## src/rtl/ilo_pkg.sv

```systemverilog
package ilo_pkg;

    localparam int FIELD_W   = 16;
    localparam int WORD_W    = 32;
    localparam int BUF_BYTES = 8;

    localparam logic [2:0] RA_FMT    = 3'd0;
    localparam logic [2:0] RA_PITCH  = 3'd1;
    localparam logic [2:0] RA_XBND   = 3'd2;
    localparam logic [2:0] RA_YDST   = 3'd3;
    localparam logic [2:0] RA_LEN    = 3'd4;
    localparam logic [2:0] RA_LEN_GO = 3'd5;

    typedef struct packed {
        logic [1:0]         fmt;
        logic [FIELD_W-1:0] pitch;
        logic [FIELD_W-1:0] xl;
        logic [FIELD_W-1:0] xr;
        logic [FIELD_W-1:0] ydst;
        logic [FIELD_W-1:0] len;
    } cfg_t;

    function automatic logic [2:0] fmt_bytes(input logic [1:0] f);
        case (f)
            2'd0:    return 3'd2;
            2'd1:    return 3'd3;
            default: return 3'd4;
        endcase
    endfunction

endpackage

```

## src/rtl/ilo_regs.sv

```systemverilog
module ilo_regs
    import ilo_pkg::*;
(
    input  logic        clk,
    input  logic        rst,
    input  logic        reg_we,
    input  logic [2:0]  reg_addr,
    input  logic [31:0] reg_wdata,
    output cfg_t        cfg,
    output logic        go
);
    always_ff @(posedge clk) begin
        if (rst) begin
            cfg <= '0;
            go  <= 1'b0;
        end else begin
            go <= 1'b0;
            if (reg_we) begin
                case (reg_addr)
                    RA_FMT:   cfg.fmt   <= reg_wdata[1:0];
                    RA_PITCH: cfg.pitch <= reg_wdata[15:0];
                    RA_XBND: begin
                        cfg.xl <= reg_wdata[15:0];
                        cfg.xr <= reg_wdata[31:16];
                    end
                    RA_YDST:  cfg.ydst  <= reg_wdata[15:0];
                    RA_LEN:   cfg.len   <= reg_wdata[15:0];
                    RA_LEN_GO: begin
                        cfg.len <= reg_wdata[15:0];
                        go      <= 1'b1;
                    end
                    default: ;
                endcase
            end
        end
    end
endmodule

```

## src/rtl/ilo_unpack.sv

```systemverilog
module ilo_unpack
    import ilo_pkg::*;
(
    input  logic              clk,
    input  logic              rst,
    input  logic              clear,
    input  logic              push,
    input  logic [WORD_W-1:0] push_data,
    input  logic              pop,
    input  logic [2:0]        pop_bytes,
    output logic [3:0]        count,
    output logic [WORD_W-1:0] pixel
);
    localparam int BUF_W = BUF_BYTES * 8;

    logic [BUF_W-1:0] bytes_q;
    logic [3:0]       cnt_q;

    always_ff @(posedge clk) begin
        if (rst || clear) begin
            bytes_q <= '0;
            cnt_q   <= '0;
        end else if (push) begin
            bytes_q <= bytes_q | ({{(BUF_W-WORD_W){1'b0}}, push_data} << {cnt_q, 3'b000});
            cnt_q   <= cnt_q + 4'd4;
        end else if (pop) begin
            bytes_q <= bytes_q >> {pop_bytes, 3'b000};
            cnt_q   <= cnt_q - {1'b0, pop_bytes};
        end
    end

    always_comb begin
        case (pop_bytes)
            3'd2:    pixel = {16'b0, bytes_q[15:0]};
            3'd3:    pixel = {8'b0, bytes_q[23:0]};
            default: pixel = bytes_q[WORD_W-1:0];
        endcase
    end

    assign count = cnt_q;
endmodule

```

## src/rtl/ilo_seq.sv

```systemverilog
module ilo_seq
    import ilo_pkg::*;
#(
    parameter int ADDR_W = 32
) (
    input  logic              clk,
    input  logic              rst,
    input  cfg_t              cfg,
    input  logic              go,
    input  logic              in_valid,
    input  logic [3:0]        buf_cnt,
    output logic              in_ready,
    output logic              take,
    output logic              emit,
    output logic              line_clr,
    output logic [ADDR_W-1:0] wr_addr,
    output logic [2:0]        wr_bytes,
    output logic              done,
    output logic              running
);
    localparam int NPX_W = FIELD_W + 1;
    localparam int WPL_W = FIELD_W + 2;
    localparam int LB_W  = FIELD_W + 4;

    logic [2:0]         bpb_q;
    logic [FIELD_W-1:0] pitch_q, left_q, x_q, y_q, lines_q;
    logic [NPX_W-1:0]   npx_q, px_left_q;
    logic [WPL_W-1:0]   wpl_q, words_left_q;
    logic               done_q, run_q;

    logic [2:0]       bpb_c;
    logic [NPX_W-1:0] npx_c;
    logic [LB_W-1:0]  lbytes_c;
    logic [WPL_W-1:0] wpl_c;
    logic             start, empty, line_end;

    always_comb begin
        bpb_c    = fmt_bytes(cfg.fmt);
        npx_c    = {1'b0, cfg.xr} - {1'b0, cfg.xl} + NPX_W'(1);
        lbytes_c = LB_W'(npx_c) * LB_W'(bpb_c);
        wpl_c    = WPL_W'((lbytes_c + LB_W'(3)) >> 2);
        start    = go && !run_q;
        empty    = (cfg.len == '0) || (cfg.xr < cfg.xl);
        emit     = run_q && (px_left_q != '0) && (buf_cnt >= {1'b0, bpb_q});
        in_ready = run_q && !emit && (words_left_q != '0);
        take     = in_ready && in_valid;
        line_end = run_q && (px_left_q == '0) && (words_left_q == '0);
        line_clr = start || line_end;
        wr_addr  = (ADDR_W'(y_q) * ADDR_W'(pitch_q) + ADDR_W'(x_q)) * ADDR_W'(bpb_q);
    end

    always_ff @(posedge clk) begin
        if (rst) begin
            run_q        <= 1'b0;
            done_q       <= 1'b0;
            bpb_q        <= 3'd4;
            pitch_q      <= '0;
            left_q       <= '0;
            x_q          <= '0;
            y_q          <= '0;
            lines_q      <= '0;
            npx_q        <= '0;
            px_left_q    <= '0;
            wpl_q        <= '0;
            words_left_q <= '0;
        end else begin
            done_q <= 1'b0;
            if (start) begin
                if (empty) begin
                    done_q <= 1'b1;
                end else begin
                    run_q        <= 1'b1;
                    bpb_q        <= bpb_c;
                    pitch_q      <= cfg.pitch;
                    left_q       <= cfg.xl;
                    x_q          <= cfg.xl;
                    y_q          <= cfg.ydst;
                    lines_q      <= cfg.len;
                    npx_q        <= npx_c;
                    px_left_q    <= npx_c;
                    wpl_q        <= wpl_c;
                    words_left_q <= wpl_c;
                end
            end else if (emit) begin
                x_q       <= x_q + 1'b1;
                px_left_q <= px_left_q - 1'b1;
            end else if (take) begin
                words_left_q <= words_left_q - 1'b1;
            end else if (line_end) begin
                if (lines_q == FIELD_W'(1)) begin
                    run_q  <= 1'b0;
                    done_q <= 1'b1;
                end else begin
                    lines_q      <= lines_q - 1'b1;
                    y_q          <= y_q + 1'b1;
                    x_q          <= left_q;
                    px_left_q    <= npx_q;
                    words_left_q <= wpl_q;
                end
            end
        end
    end

    assign wr_bytes = bpb_q;
    assign done     = done_q;
    assign running  = run_q;
endmodule

```

## src/rtl/rect_iload.sv

```systemverilog
module rect_iload
    import ilo_pkg::*;
#(
    parameter int ADDR_W = 32
) (
    input  logic              clk,
    input  logic              rst,
    input  logic              reg_we,
    input  logic [2:0]        reg_addr,
    input  logic [31:0]       reg_wdata,
    input  logic              in_valid,
    input  logic [31:0]       in_data,
    output logic              in_ready,
    output logic              wr_en,
    output logic [ADDR_W-1:0] wr_addr,
    output logic [31:0]       wr_data,
    output logic [2:0]        wr_bytes,
    output logic              done
);
    cfg_t       cfg;
    logic       go, take, emit, line_clr, running;
    logic [3:0] buf_cnt;

    ilo_regs u_regs (
        .clk(clk), .rst(rst), .reg_we(reg_we), .reg_addr(reg_addr),
        .reg_wdata(reg_wdata), .cfg(cfg), .go(go)
    );

    ilo_seq #(.ADDR_W(ADDR_W)) u_seq (
        .clk(clk), .rst(rst), .cfg(cfg), .go(go), .in_valid(in_valid),
        .buf_cnt(buf_cnt), .in_ready(in_ready), .take(take), .emit(emit),
        .line_clr(line_clr), .wr_addr(wr_addr), .wr_bytes(wr_bytes),
        .done(done), .running(running)
    );

    ilo_unpack u_unpack (
        .clk(clk), .rst(rst), .clear(line_clr), .push(take), .push_data(in_data),
        .pop(emit), .pop_bytes(wr_bytes), .count(buf_cnt), .pixel(wr_data)
    );

    assign wr_en = emit;
endmodule

```

## config.mk

```make
export PLATFORM = sky130hd
export DESIGN_NAME = rect_iload
export DESIGN_NICKNAME = d
export VERILOG_FILES = /design/src/rtl/ilo_pkg.sv /design/src/rtl/ilo_regs.sv /design/src/rtl/ilo_unpack.sv /design/src/rtl/ilo_seq.sv /design/src/rtl/rect_iload.sv
export SDC_FILE = /design/constraint.sdc
export NUM_CORES = 2
export LEC_CHECK = 0
export ABC_AREA = 1
export BUFFER_PORTS_ARGS = -buffer_cell sky130_fd_sc_hd__buf_2
export CAP_MARGIN = 20
export CORE_UTILIZATION = 48
export CTS_BUF_LIST = sky130_fd_sc_hd__clkbuf_8
export DETAILED_ROUTE_END_ITERATION = 10
export PLACE_DENSITY = 0.67
export SETUP_SLACK_MARGIN = 0.05
export SLEW_MARGIN = 20
export SYNTH_ARGS = -nofsm -noshare
export SYNTH_HDL_FRONTEND = slang
export SYNTH_SLANG_ARGS = --single-unit
```

## constraint.sdc

```tcl
create_clock -name clk -period 16.4 [get_ports clk]
set_input_delay 2.46 -clock clk [delete_from_list [all_inputs] [get_ports clk]]
set_output_delay 2.46 -clock clk [all_outputs]
set_load 0.01 [all_outputs]
```

* After elaboration in Yosys (flattened, before gate mapping)
Cells that the tools add are included.
** Cells by class
- Add/sub/neg operators :: 11
- Multipliers :: 3
- Order comparisons :: 2
- Eq/ne operators :: 16
- Shift-type cells :: 2
- Multiplexer cells :: 49
- Bitwise logic cells :: 3
- Reductions and logical operators :: 37
** Operators by type and width (number)
- 16-bit 2-to-1 mux :: 18
- 64-bit 2-to-1 mux :: 2
- 18-bit 2-to-1 mux :: 6
- 17-bit 2-to-1 mux :: 6
- 64-bit OR :: 1
- 32-bit case mux with 2 select lines :: 1
- 32-bit by 7-bit left shift with 64-bit output :: 1
- 64-bit by 6-bit >> shifter with 64-bit output :: 1
- 16-bit by 1-bit adder with 16-bit output (second input constant) :: 2
- 32-bit by 16-bit adder with 32-bit output :: 1
- 16-bit by 16-bit multiplier with 32-bit output :: 1
- 32-bit by 3-bit multiplier with 32-bit output :: 1
- 20-bit by 2-bit adder with 20-bit output (second input constant) :: 1
- 17-bit by 3-bit multiplier with 20-bit output :: 1
- 18-bit logical NOT :: 1
- 18-bit nonzero test :: 1
- 18-bit by 1-bit subtractor with 18-bit output (second input constant) :: 1
- 17-bit by 1-bit adder with 17-bit output (second input constant) :: 1
- 17-bit logical NOT :: 1
- 17-bit nonzero test :: 1
- 16-bit by 16-bit subtractor with 17-bit output :: 1
- 17-bit by 1-bit subtractor with 17-bit output (second input constant) :: 1
- 16-bit by 1-bit equality test with 1-bit output (second input constant) :: 1
- 16-bit logical NOT :: 1
- 27 further kinds :: 70
** Storage, ports and cells
- Register bits :: 306
- Input bits :: 71
- Logic and storage cells :: 144

* Logic depth before layout (Yosys ltp)
- Word-level depth :: 10
- Depth in mapped cells :: 38
- Mapped depth without buffers :: 36

* Modules after synthesis
A second synthesis with hierarchy kept.
** Unflattened totals
- Cells, all modules :: 5050
- Area total of the unflattened synthesis :: 32767.7 µm²
** Modules (own cells, without submodules)
- ilo_seq :: instances 1, cells each 3410, area each 23324.9 µm², sequential area each 3103.0 µm²
- ilo_unpack :: instances 1, cells each 1166, area each 6145.9 µm², sequential area each 1361.3 µm²
- ilo_regs :: instances 1, cells each 474, area each 3296.9 µm², sequential area each 1661.6 µm²

* Worst setup path before layout
OpenSTA, ideal clock, no wires.
- Path type :: register -> output
- From :: register u_seq.y_q[12]
- To :: output port wr_addr[31]
- Arrival time :: 7.378 ns
- Setup slack :: 6.562 ns
- Stages on the path, launching flop included :: 32
- Path buffers :: 2
- Path through :: dfxtp_1 clkbuf_1 buf_1 nand2_1 fa_1 fa_1 fa_1 inv_1 fa_1 fa_1 inv_1 fa_1 inv_1 ha_1 a21oi_1 a21boi_0 nand3_1 a31oi_1 o21bai_1 a21oi_1 or2_2 nand3_1 fa_1 inv_1 ha_1 a21oi_1 o21ai_0 a221oi_1 o21ai_0 a31oi_1 nand3_1 nand2_1
** Between the ends
- Longest elaborated chain between the ends :: 3
** Ends and longest elaborated chain
- from (decl) :: line ilo_seq.sv:26 : logic [FIELD_W-1:0] pitch_q, left_q, x_q, y_q, lines_q;
- from (signal assigned) :: line ilo_seq.sv:77 : y_q <= cfg.ydst;
- from (signal assigned) :: line ilo_seq.sv:95 : y_q <= y_q + 1'b1;
- 16-bit by 16-bit multiplier with 32-bit output :: line ilo_seq.sv:49 : wr_addr = (ADDR_W'(y_q) * ADDR_W'(pitch_q) + ADDR_W'(x_q)) * ADDR_W'(bpb_q);
- 32-bit by 16-bit adder with 32-bit output :: line ilo_seq.sv:49
- 32-bit by 3-bit multiplier with 32-bit output :: line ilo_seq.sv:49
- to (decl) :: line rect_iload.sv:15 : output logic [ADDR_W-1:0] wr_addr,
Every way passes these cells.

* Worst setup path after layout
- From :: register u_seq.y_q[7]
- To :: output port wr_addr[31]
The elaborated chain is that of the path after synthesis.

==> impl_metrics.env <==
export IMPL_num_vias=29600
export IMPL_cts_buffers=55
export IMPL_crit_path_start_kind="flip-flop"
export IMPL_core_mm2=0.0649
export IMPL_async_flop_share_pct=0
export IMPL_cpMostUsedCell="fa_1"
export IMPL_rsz0062_at_grt="false"
export IMPL_grt_pass1_vias=28200
export IMPL_first_iter_violations=2678
export IMPL_max_stage_delay_ns=0.86
export IMPL_worstMarginPinSlew_ns=1.06
export IMPL_track_usage_pct=27.3
export IMPL_syn_cell_area_mm2=0.0317
export IMPL_grt_pass1_wl_um=149000
export IMPL_worstSkewPairLatency_ns=0.71
export IMPL_maxCapViolations=0
export IMPL_synth_edff_count=0
export IMPL_ios=141
export IMPL_layout_drive_gt1_share_pct=6.48
export IMPL_vias_per_cell=5.36
export IMPL_drc_errors=0
export IMPL_gp_congestion=0.970
export IMPL_fin_nets=5183
export IMPL_required_ns=13.94
export IMPL_syn_inst=4684
export IMPL_row_count=93
export IMPL_initial_utilization_pct=48.9
export IMPL_antenna_found_initial=2
export IMPL_synth_net_count=5233
export IMPL_leakage_nw=17.2
export IMPL_criticalPathCategory="reg2out"
export IMPL_finalHoldViolCount=0
export IMPL_fin_tns_setup_ns=0
export IMPL_r2r_slack_ns=11.24
export IMPL_irDropWorstVdd_v=0.0000600
export IMPL_dr_pass1_iters=6
export IMPL_slew_headroom_pct=29.1
export IMPL_syn_to_final_growth_pct=5.95
export IMPL_ys_flop_type="dfxtp_1"
export IMPL_ys_types=60
export IMPL_setup_violations=0
export IMPL_ant_nets=0
export IMPL_slew_viol_final=0
export IMPL_synth_seq_area_share_pct=19.3
export IMPL_synth_area_per_cell_um2=6.77
export IMPL_critPathMaxFanout=19
export IMPL_status="finished clean"
export IMPL_cp_data_arrival_time_ns=9.09
export IMPL_post_cts_buffers=0
export IMPL_wl_per_cell_um=16.5
export IMPL_cts_sinks=306
export IMPL_final_cell_mix="nand2_1, inv_1, o21ai_0"
export IMPL_final_common_cell="nand2_1"
export IMPL_worstHoldPathType="reg2reg"
export IMPL_dpl_worst_slack_ns=5.55
export IMPL_skew_ns=0.0662
export IMPL_crit_path_end_kind="output pin"
export IMPL_hpwl_um=68200
export IMPL_cts_tree="built"
export IMPL_die_h_um=259
export IMPL_die_area_mm2=0.0671
export IMPL_nFillCells=6639
export IMPL_path_clk_slew_ns=0.06
export IMPL_slowest_stage="dfxtp_1"
export IMPL_die_w_um=259
export IMPL_synth_warnings=0
export IMPL_cts_root_buf="clkbuf_8"
export IMPL_finalWorstSetupSlack_ns=4.85
export IMPL_power_density_mw_per_mm2=56.9
export IMPL_cts_resized_gates=0
export IMPL_grt_max_degree=89
export IMPL_max_freq_mhz=86.5
export IMPL_ys_ff_latch=306
export IMPL_h_tree_depth=2
export IMPL_finalCritPeriodShare_pct=70.5
export IMPL_port_buffers=140
export IMPL_grt_overflow=0
export IMPL_cts_hold_buf=0
export IMPL_routed_wl_um=91000
export IMPL_clk_path_buf_depth=3
export IMPL_post_route_min_period_ns=11.55
-- flip-flops by register name, indices dropped and copies added (netlist names), 16 cells and up --
signal and flops:
u_unpack.bytes_q 64, u_seq.words_left_q 18, u_seq.y_q 16, u_seq.lines_q 16
u_seq.npx_q 17, u_seq.x_q 16, u_seq.pitch_q 16, u_seq.left_q 16
u_seq.wpl_q 18, u_seq.px_left_q 17, u_regs.cfg 82
-- worst paths after layout --
check        depth (start not counted)                     end           start
max                                 31             wr_addr[31]    u_seq.y_q[7]
min                                  2          u_regs.cfg[16]  u_regs.cfg[16]
min reg2reg                          2          u_regs.cfg[16]  u_regs.cfg[16]
max reg2reg                         24  u_seq.words_left_q[13]  u_regs.cfg[50]
-- cells in the mapped netlist (all sizes together) (6+ instances only) --
cell type | instances | area (um^2)
nand2 | 1048 | 3970
inv | 844 | 3170
o21ai | 494 | 2500
nor2 | 393 | 1520
a21oi | 325 | 1640
dfxtp | 306 | 6130
fa | 250 | 5000
ha | 228 | 2850
clkbuf | 185 | 697
nand3 | 97 | 510
buf | 89 | 528
xor2 | 81 | 709
o211ai | 51 | 388
a31oi | 48 | 307
xnor2 | 42 | 368
nor3 | 36 | 190
o22ai | 20 | 125
o221ai | 17 | 149
o311ai | 17 | 149
nand4 | 16 | 115
a22oi | 14 | 105
o21bai | 13 | 97.6
nor4 | 12 | 75.1
or2 | 10 | 62.6
a21o | 8 | 60.1
o31ai | 6 | 45.0
-- per-stage QoR --
step           area (um^2)  total power, mW  cells  hold WS [ns]  utilization [%]
2_1_floorplan        31700             1.08   4684         0.420                -
3_3_place_gp         32500             1.19   5431         0.434             50.0
3_5_place_dp         32500             1.19   5431         0.437             50.0
4_1_cts              33600             1.93   5528         0.447             51.7
5_1_grt              33600             2.01   5530         0.469             51.8
6_report             33600             1.91   5530         0.447             51.8
-- area by class of cell --
cell class	instances	area (um^2)	share of cell area [%]
clock inverters	31	190	0.566
flip-flops and latches	306	6130	18.2
multi-input cells	3258	21200	63.1
well taps	855	1070	3.18
diodes	1	2.50	0.00744
inverters	846	3180	9.46
clock buffers	66	908	2.70
repair buffers	167	923	2.75
-- kinds of logic (layout without fill, tap and decap cells) --
kind of cell             after synthesis  in the layout  synth area share, %
AO/OA/AOI/OAI                       1034           1034                 18.1
XOR/XNOR                             123            123                 3.40
adder cells (fa/ha/maj)              478            478                 24.8
buffers and inverters               1120           1110                 13.9
flip-flops                           306            306                 19.3
multiplexers                           5              5                0.158
other                                  0              1                    0
AND/OR/NAND/NOR                     1618           1618                 20.4
-- layer usage --
metal  GRT usage, %  vias up  part of all wire, %
met2           44.0      955                   45
met5              0        -                    0
met1           38.2    13900                   46
li1               -    14700                    -
met4           7.79        0                  2.7
met3           3.23      140                  6.7
-- worst max-delay path: cells and delay by family, from the launching register on --
kind	cells	cell delay, ns
fa+ha+maj	9	4.24
compound gates	7	1.77
simple gates	7	0.87
flops	1	0.86
buf+inv	7	0.41
xor+xnor	1	0.32
-- power by group --
group	total [mW]	internal (mW)	switching, mW
clock network	0.737	0.383	0.354
logic	0.390	0.131	0.259
registers	0.788	0.762	0.0262
total	1.91	1.28	0.639
(Power assumes the default switching activity.)
